**src/rtl/evt_gate_pkg.sv**
```systemverilog
package evt_gate_pkg;
  localparam int unsigned ADDR_W = 8;

  localparam logic [ADDR_W-1:0] OFS_STATUS = 8'h10;
  localparam logic [ADDR_W-1:0] OFS_ENABLE = 8'h14;
  localparam logic [ADDR_W-1:0] OFS_SLPDIS = 8'h18;

  typedef enum logic [1:0] {
    RSEL_NONE,
    RSEL_STATUS,
    RSEL_ENABLE,
    RSEL_SLPDIS
  } reg_sel_e;

  function automatic reg_sel_e decode_offset(input logic [ADDR_W-1:0] a);
    reg_sel_e s;
    case (a)
      OFS_STATUS: s = RSEL_STATUS;
      OFS_ENABLE: s = RSEL_ENABLE;
      OFS_SLPDIS: s = RSEL_SLPDIS;
      default:    s = RSEL_NONE;
    endcase
    return s;
  endfunction
endpackage

```
**src/rtl/evt_sync_edge.sv**
```systemverilog
module evt_sync_edge #(
  parameter int unsigned N_EVT = 24
) (
  input  logic             clk,
  input  logic             rst_n,
  input  logic [N_EVT-1:0] evt_async,
  output logic [N_EVT-1:0] rise_o
);
  logic [N_EVT-1:0] meta_q;
  logic [N_EVT-1:0] sync_q;
  logic [N_EVT-1:0] prev_q;

  for (genvar i = 0; i < N_EVT; i++) begin : g_line
    always_ff @(posedge clk or negedge rst_n) begin
      if (!rst_n) begin
        meta_q[i] <= 1'b0;
        sync_q[i] <= 1'b0;
        prev_q[i] <= 1'b0;
      end else begin
        meta_q[i] <= evt_async[i];
        sync_q[i] <= meta_q[i];
        prev_q[i] <= sync_q[i];
      end
    end

    assign rise_o[i] = sync_q[i] & ~prev_q[i];

    // an edge indication lasts exactly one cycle
    p_rise_single_r2 : assert property (@(posedge clk) disable iff (!rst_n)
      rise_o[i] |=> !rise_o[i]);
  end
endmodule

```
**src/rtl/evt_status_bank.sv**
```systemverilog
module evt_status_bank #(
  parameter int unsigned N_EVT = 24
) (
  input  logic             clk,
  input  logic             rst_n,
  input  logic [N_EVT-1:0] set_i,
  input  logic [N_EVT-1:0] clr_i,
  output logic [N_EVT-1:0] stat_o
);
  logic [N_EVT-1:0] stat_q;

  // set has priority over clear when both hit one bit
  function automatic logic [N_EVT-1:0] next_status(
    input logic [N_EVT-1:0] cur,
    input logic [N_EVT-1:0] set,
    input logic [N_EVT-1:0] clr
  );
    return (cur & ~clr) | set;
  endfunction

  always_ff @(posedge clk or negedge rst_n) begin
    if (!rst_n) stat_q <= '0;
    else        stat_q <= next_status(stat_q, set_i, clr_i);
  end

  assign stat_o = stat_q;

  for (genvar i = 0; i < N_EVT; i++) begin : g_chk
    p_set_on_rise_r2 : assert property (@(posedge clk) disable iff (!rst_n)
      set_i[i] |=> stat_o[i]);
    p_w1c_clears_r3 : assert property (@(posedge clk) disable iff (!rst_n)
      (clr_i[i] && !set_i[i]) |=> !stat_o[i]);
    p_hold_idle_r3 : assert property (@(posedge clk) disable iff (!rst_n)
      (!clr_i[i] && !set_i[i]) |=> $stable(stat_o[i]));
    p_set_wins_r4 : assert property (@(posedge clk) disable iff (!rst_n)
      (clr_i[i] && set_i[i]) |=> stat_o[i]);
  end
endmodule

```
**src/rtl/evt_reg_if.sv**
```systemverilog
module evt_reg_if
  import evt_gate_pkg::*;
#(
  parameter int unsigned N_EVT = 24
) (
  input  logic              clk,
  input  logic              rst_n,
  input  logic              bus_sel,
  input  logic              bus_wr,
  input  logic [ADDR_W-1:0] bus_addr,
  input  logic [N_EVT-1:0]  bus_wdata,
  input  logic [N_EVT-1:0]  stat_i,
  output logic [N_EVT-1:0]  rdata_o,
  output logic [N_EVT-1:0]  enable_o,
  output logic [N_EVT-1:0]  slpdis_o,
  output logic [N_EVT-1:0]  clr_o
);
  reg_sel_e         sel;
  logic             wr_hit;
  logic             rd_hit;
  logic [N_EVT-1:0] enable_q;
  logic [N_EVT-1:0] slpdis_q;
  logic [N_EVT-1:0] rdata_q;
  logic [N_EVT-1:0] rd_mux;

  assign sel    = decode_offset(bus_addr);
  assign wr_hit = bus_sel & bus_wr;
  assign rd_hit = bus_sel & ~bus_wr;

  assign clr_o = (wr_hit && sel == RSEL_STATUS) ? bus_wdata : '0;

  always_ff @(posedge clk or negedge rst_n) begin
    if (!rst_n) begin
      enable_q <= '0;
      slpdis_q <= '0;
    end else if (wr_hit) begin
      if (sel == RSEL_ENABLE) enable_q <= bus_wdata;
      if (sel == RSEL_SLPDIS) slpdis_q <= bus_wdata;
    end
  end

  always_comb begin
    case (sel)
      RSEL_STATUS: rd_mux = stat_i;
      RSEL_ENABLE: rd_mux = enable_q;
      RSEL_SLPDIS: rd_mux = slpdis_q;
      default:     rd_mux = '0;
    endcase
  end

  always_ff @(posedge clk or negedge rst_n) begin
    if (!rst_n)      rdata_q <= '0;
    else if (rd_hit) rdata_q <= rd_mux;
  end

  assign rdata_o  = rdata_q;
  assign enable_o = enable_q;
  assign slpdis_o = slpdis_q;

  p_enable_write_r5 : assert property (@(posedge clk) disable iff (!rst_n)
    (bus_sel && bus_wr && bus_addr == OFS_ENABLE) |=> enable_o == $past(bus_wdata));
  p_slpdis_write_r7 : assert property (@(posedge clk) disable iff (!rst_n)
    (bus_sel && bus_wr && bus_addr == OFS_SLPDIS) |=> slpdis_o == $past(bus_wdata));
  p_unmapped_read_r10 : assert property (@(posedge clk) disable iff (!rst_n)
    (bus_sel && !bus_wr && bus_addr != OFS_STATUS && bus_addr != OFS_ENABLE
     && bus_addr != OFS_SLPDIS) |=> rdata_o == '0);
  p_unmapped_write_r10 : assert property (@(posedge clk) disable iff (!rst_n)
    (bus_sel && bus_wr && bus_addr != OFS_ENABLE && bus_addr != OFS_SLPDIS)
    |=> ($stable(enable_o) && $stable(slpdis_o)));
endmodule

```
**src/rtl/evt_gate_ctrl.sv**
```systemverilog
module evt_gate_ctrl
  import evt_gate_pkg::*;
#(
  parameter int unsigned N_EVT = 24
) (
  input  logic              clk,
  input  logic              rst_n,
  input  logic [N_EVT-1:0]  evt_in,
  input  logic              sleep_in,
  input  logic              bus_sel,
  input  logic              bus_wr,
  input  logic [ADDR_W-1:0] bus_addr,
  input  logic [N_EVT-1:0]  bus_wdata,
  output logic [N_EVT-1:0]  bus_rdata,
  output logic              smi_req,
  output logic              wake_req
);
  logic [N_EVT-1:0] evt_rise;
  logic [N_EVT-1:0] status;
  logic [N_EVT-1:0] enable;
  logic [N_EVT-1:0] slpdis;
  logic [N_EVT-1:0] w1c_clear;
  logic [N_EVT-1:0] smi_hits;
  logic [N_EVT-1:0] wake_hits;

  function automatic logic [N_EVT-1:0] gate_vec(
    input logic [N_EVT-1:0] st,
    input logic [N_EVT-1:0] pass
  );
    return st & pass;
  endfunction

  evt_sync_edge #(.N_EVT(N_EVT)) u_sync (
    .clk       (clk),
    .rst_n     (rst_n),
    .evt_async (evt_in),
    .rise_o    (evt_rise)
  );

  evt_status_bank #(.N_EVT(N_EVT)) u_status (
    .clk    (clk),
    .rst_n  (rst_n),
    .set_i  (evt_rise),
    .clr_i  (w1c_clear),
    .stat_o (status)
  );

  evt_reg_if #(.N_EVT(N_EVT)) u_regs (
    .clk       (clk),
    .rst_n     (rst_n),
    .bus_sel   (bus_sel),
    .bus_wr    (bus_wr),
    .bus_addr  (bus_addr),
    .bus_wdata (bus_wdata),
    .stat_i    (status),
    .rdata_o   (bus_rdata),
    .enable_o  (enable),
    .slpdis_o  (slpdis),
    .clr_o     (w1c_clear)
  );

  assign smi_hits  = gate_vec(status, enable);
  assign wake_hits = gate_vec(status, ~slpdis);
  assign smi_req   = |smi_hits;
  assign wake_req  = sleep_in & (|wake_hits);

  p_smi_needs_enable_r6 : assert property (@(posedge clk) disable iff (!rst_n)
    (enable == '0) |-> !smi_req);
  p_smi_needs_status_r6 : assert property (@(posedge clk) disable iff (!rst_n)
    (status == '0) |-> !smi_req);
  p_wake_needs_sleep_r8 : assert property (@(posedge clk) disable iff (!rst_n)
    !sleep_in |-> !wake_req);
  p_wake_all_masked_r8 : assert property (@(posedge clk) disable iff (!rst_n)
    (slpdis == '1) |-> !wake_req);
endmodule

```
**config.mk**
```make
export PLATFORM = sky130hd
export DESIGN_NAME = evt_gate_ctrl
export DESIGN_NICKNAME = d
export VERILOG_FILES = /design/src/rtl/evt_gate_pkg.sv /design/src/rtl/evt_sync_edge.sv /design/src/rtl/evt_status_bank.sv /design/src/rtl/evt_reg_if.sv /design/src/rtl/evt_gate_ctrl.sv
export SDC_FILE = /design/constraint.sdc
export NUM_CORES = 1
export LEC_CHECK = 0
export CORE_MARGIN = 2
export CORE_UTILIZATION = 40
export CTS_CLUSTER_DIAMETER = 200
export DETAILED_ROUTE_END_ITERATION = 10
export GPL_ROUTABILITY_DRIVEN = 0
export PLACE_DENSITY_LB_ADDON = 0.2
export SLEW_MARGIN = 20
export SYNTH_ARGS = -nofsm -noshare
export SYNTH_HDL_FRONTEND = slang
export SYNTH_HIERARCHICAL = 1
export SYNTH_SLANG_ARGS = --single-unit
export TNS_END_PERCENT = 10
```
**constraint.sdc**
```tcl
create_clock -name clk -period 1.8 [get_ports clk]
set_input_delay 0.36 -clock clk [delete_from_list [all_inputs] [get_ports clk]]
set_output_delay 0.36 -clock clk [all_outputs]
set_load 0.01 [all_outputs]
```
==> impl_metrics.yaml <==
synthesis:
  synth-xor-area-share_pct: 0
  synthCells: 497
  syn_area_per_cell_um2: 13.6
  ys_ff_latch: 168
  synth_warnings: 6
  netlist_area_mm2: 0.00678
  yosysTopAreaCell: "dfrtp_1"
  synthAdderAreaFrac_pct: 0
  yosysTopAreaCellShare_pct: 62.0
  yosysUniqueCellTypes: 30
  synthSimpleGateAreaFrac_pct: 10.8
  synth_compound_area_share_pct: 10.2
  yosysSeqAreaShare_pct: 62.0
  synthTopCellsByCount: "168 x dfrtp_1, 49 x inv_1, 28 x mux2_2"
  async_flop_share_pct: 100
  synth-main-ff-cell: "dfrtp_1"
  syn_nets: 558
  synth-edff-count: 0
  synthMuxAreaShare_pct: 12.6
  synth_most_common_cell: "dfrtp_1"
  synth_area_leaders: "dfrtp_1 62%, nor2b_4 4.9%, mux2_2 4.6%"
  synth_top_family_by_area: "multiplexers"
floorplan:
  initial_core_util_pct: 40.9
  die_width_um: 134
  dieArea_mm2: 0.0180
  die_h_um: 134
  core-area_mm2: 0.0166
  boundaryPins: 87
  num_rows: 47
sta:
  finalCritPeriodShare_pct: 114
  slew_violations: 0
  hold_viol_final: 0
  max_freq_ghz: 0.486
  max-slew-margin-rel_pct: 62.6
  tightestPinTransition_ps: 560
  setup_slack_ps: -260
  setup_violations: 2
  period_needed_ps: 2060
  rsz0062_at_grt: "true"
  clock_skew_ps: 7.14
global_route:
  grt_pass1_wl_mm: 25.9
  grt_usage_pct: 19.1
  grt-ovfl-total: 0
  grt_pass1_vias: 4660
  grt_max_degree: 55
  antenna_found_initial: 0
clock_network:
  clock_latency_ps: 430
  cts.path.max_buffers: 2
  clk_pin_slew_ps: 60
  cts_made_buffers: 17
  cts_tree: "built"
  clock-sinks: 168
  cts_max_level: 4
  cts-root-buf: "clkbuf_16"
run:
  cap_violations: 0
setup_path:
  reg2reg_depth: 4
  regToRegStartpoint: "u_regs/slpdis_o[22]"
  arrival_ps: 1700
  cp_slowest_cell: "dfrtp_1"
  worstPathCellList: "a22o_1, a221oi_2, nand4_1, buf_2"
  start_kind: "flip-flop"
  cp_max_fo: 3
  worstSetupEndpointType: "primary output"
  path_buf_inv: 1
  slowest_delay_ps: 410
  critPathRequiredTime_ps: 1440
  path_class: "flip-flop to primary output"
  r2r_end: "u_regs/rdata_o[22]"
  critical_path.top_delay_family: "compound AO/OA/AOI/OAI gates"
  r2r_setup_slack_ps: 640
finish:
  n_fill_cell: 1358
  nets: 731
  fin_util_pct: 56.4
  syn2layout_area_growth_pct: 37.8
  antenna_cells: 0
  drive_above_1_share_pct: 32.2
routing:
  ant_nets: 0
  viasPerCell: 4.77
  wl_mm: 16.0
  wl_per_cell_um: 17.7
  firstDrtPassIters: 4
  route.detailed.drc: 0
  drt_iter0_drc: 256
  num_vias: 4310
placement:
  dp_hpwl_mm: 11.0
  dp_slack_ps: -359
  portBuffers: 86
pwr:
  p_leak_nw: 4.61
  vdd_ir_drop_max_uv: 692
  power_density_mw_per_mm2: 888
outcome:
  violations: "setup timing"
  status: "finished with violations"
worst_hold_path:
  hold_end: "u_sync/sync_q[19]"
  min_from: "u_sync/meta_q[19]"
  hold_depth: 0
  hp-class: "flip-flop to flip-flop"
==> area by class of cell <==
type                    count  area [um2]  share of cell area [%]
inverters                  49         184                    1.97
flip-flops and latches    168        4200                    45.0
repair buffers            174        1670                    17.8
clock inverters            12         140                    1.50
clock buffers              20         467                    4.99
multi-input cells         260        2410                    25.8
well taps                 220         275                    2.95
==> how the worst max path moves through the flow <==
stage | startpoint | to | cells after the start
2_1_floorplan | bus_addr[1] | u_status/stat_o[10] | 6
3_3_place_gp | u_status/stat_o[1] | wake_req | 5
3_5_place_dp | u_status/stat_o[1] | wake_req | 5
4_1_cts | u_regs/enable_o[5] | smi_req | 5
5_1_grt | u_status/stat_o[3] | smi_req | 5
6_report | u_status/stat_o[7] | smi_req | 4
==> metrics by stage <==
step | hold WS (ps) | power (mW) | TNS, ps | instance area [um2] | instances
global route | 343 | 8.61 | -568 | 9350 | 903
detailed placement | 335 | 4.66 | -18030 | 8600 | 869
floorplan | 64.4 | 4.24 | 0 | 6780 | 497
global placement | 332 | 4.65 | -17250 | 8600 | 869
finish | 347 | 8.30 | -474 | 9350 | 903
CTS | 346 | 8.38 | -514 | 9280 | 902
==> cells in the final DEF (no fill, tap or decap), drive strengths merged <==
cell type	n
a31oi	1
nand4	4
clkbuf	20
clkinvlp	3
a22oi	10
nand2b	1
and4bb	1
inv	52
and2	24
nor2b	26
and3	1
dlygate4sd3	1
nor4	3
nor4b	1
a21o	24
mux2	48
nor2	3
a22o	1
a2bb2oi	24
nand2	25
clkinv	4
nand4b	1
mux2i	24
dfrtp	168
o22ai	12
nand3	1
buf	90
a221oi	1
clkdlybuf4s50	83
o21ai	24
bufinv	2
==> flip-flops by register name, indices dropped and copies added (netlist names) <==
name and cells:
u_sync/sync_q 24, u_regs/enable_o 24, u_regs/slpdis_o 24, u_regs/rdata_o 24
u_status/stat_o 24, u_sync/prev_q 24, u_sync/meta_q 24
==> cells by family (layout without fill, tap and decap cells) <==
kind of cell,after synthesis,in the layout
mux,72,72
buf+inv,69,255
simple gates,91,91
compound gates,97,97
flops,168,168
==> where the power goes <==
| group | switching [mW] | internal [mW] | total [mW] |
|---|---|---|---|
| sequential | 0.0693 | 3.89 | 3.96 |
| combinational | 0.268 | 0.357 | 0.626 |
| clock | 1.54 | 2.17 | 3.71 |
==> what timing repair did <==
item / in CTS / in global routing
buffers inserted: 0 / 1
endpoints found under the setup margin: 2 / 2
resized for setup: 20 / 11
pin swaps: 10 / 3
hold buffers: 1 / 0
hold endpoints to repair: 47 / 0
==> per-layer routing <==
metal | track usage [%] | wire, um
met4 | 7.78 | 310
met2 | 30.7 | 7760
met5 | 0 | 0
met1 | 25.1 | 7300
met3 | 4.65 | 634
(Power assumes the default switching activity.)
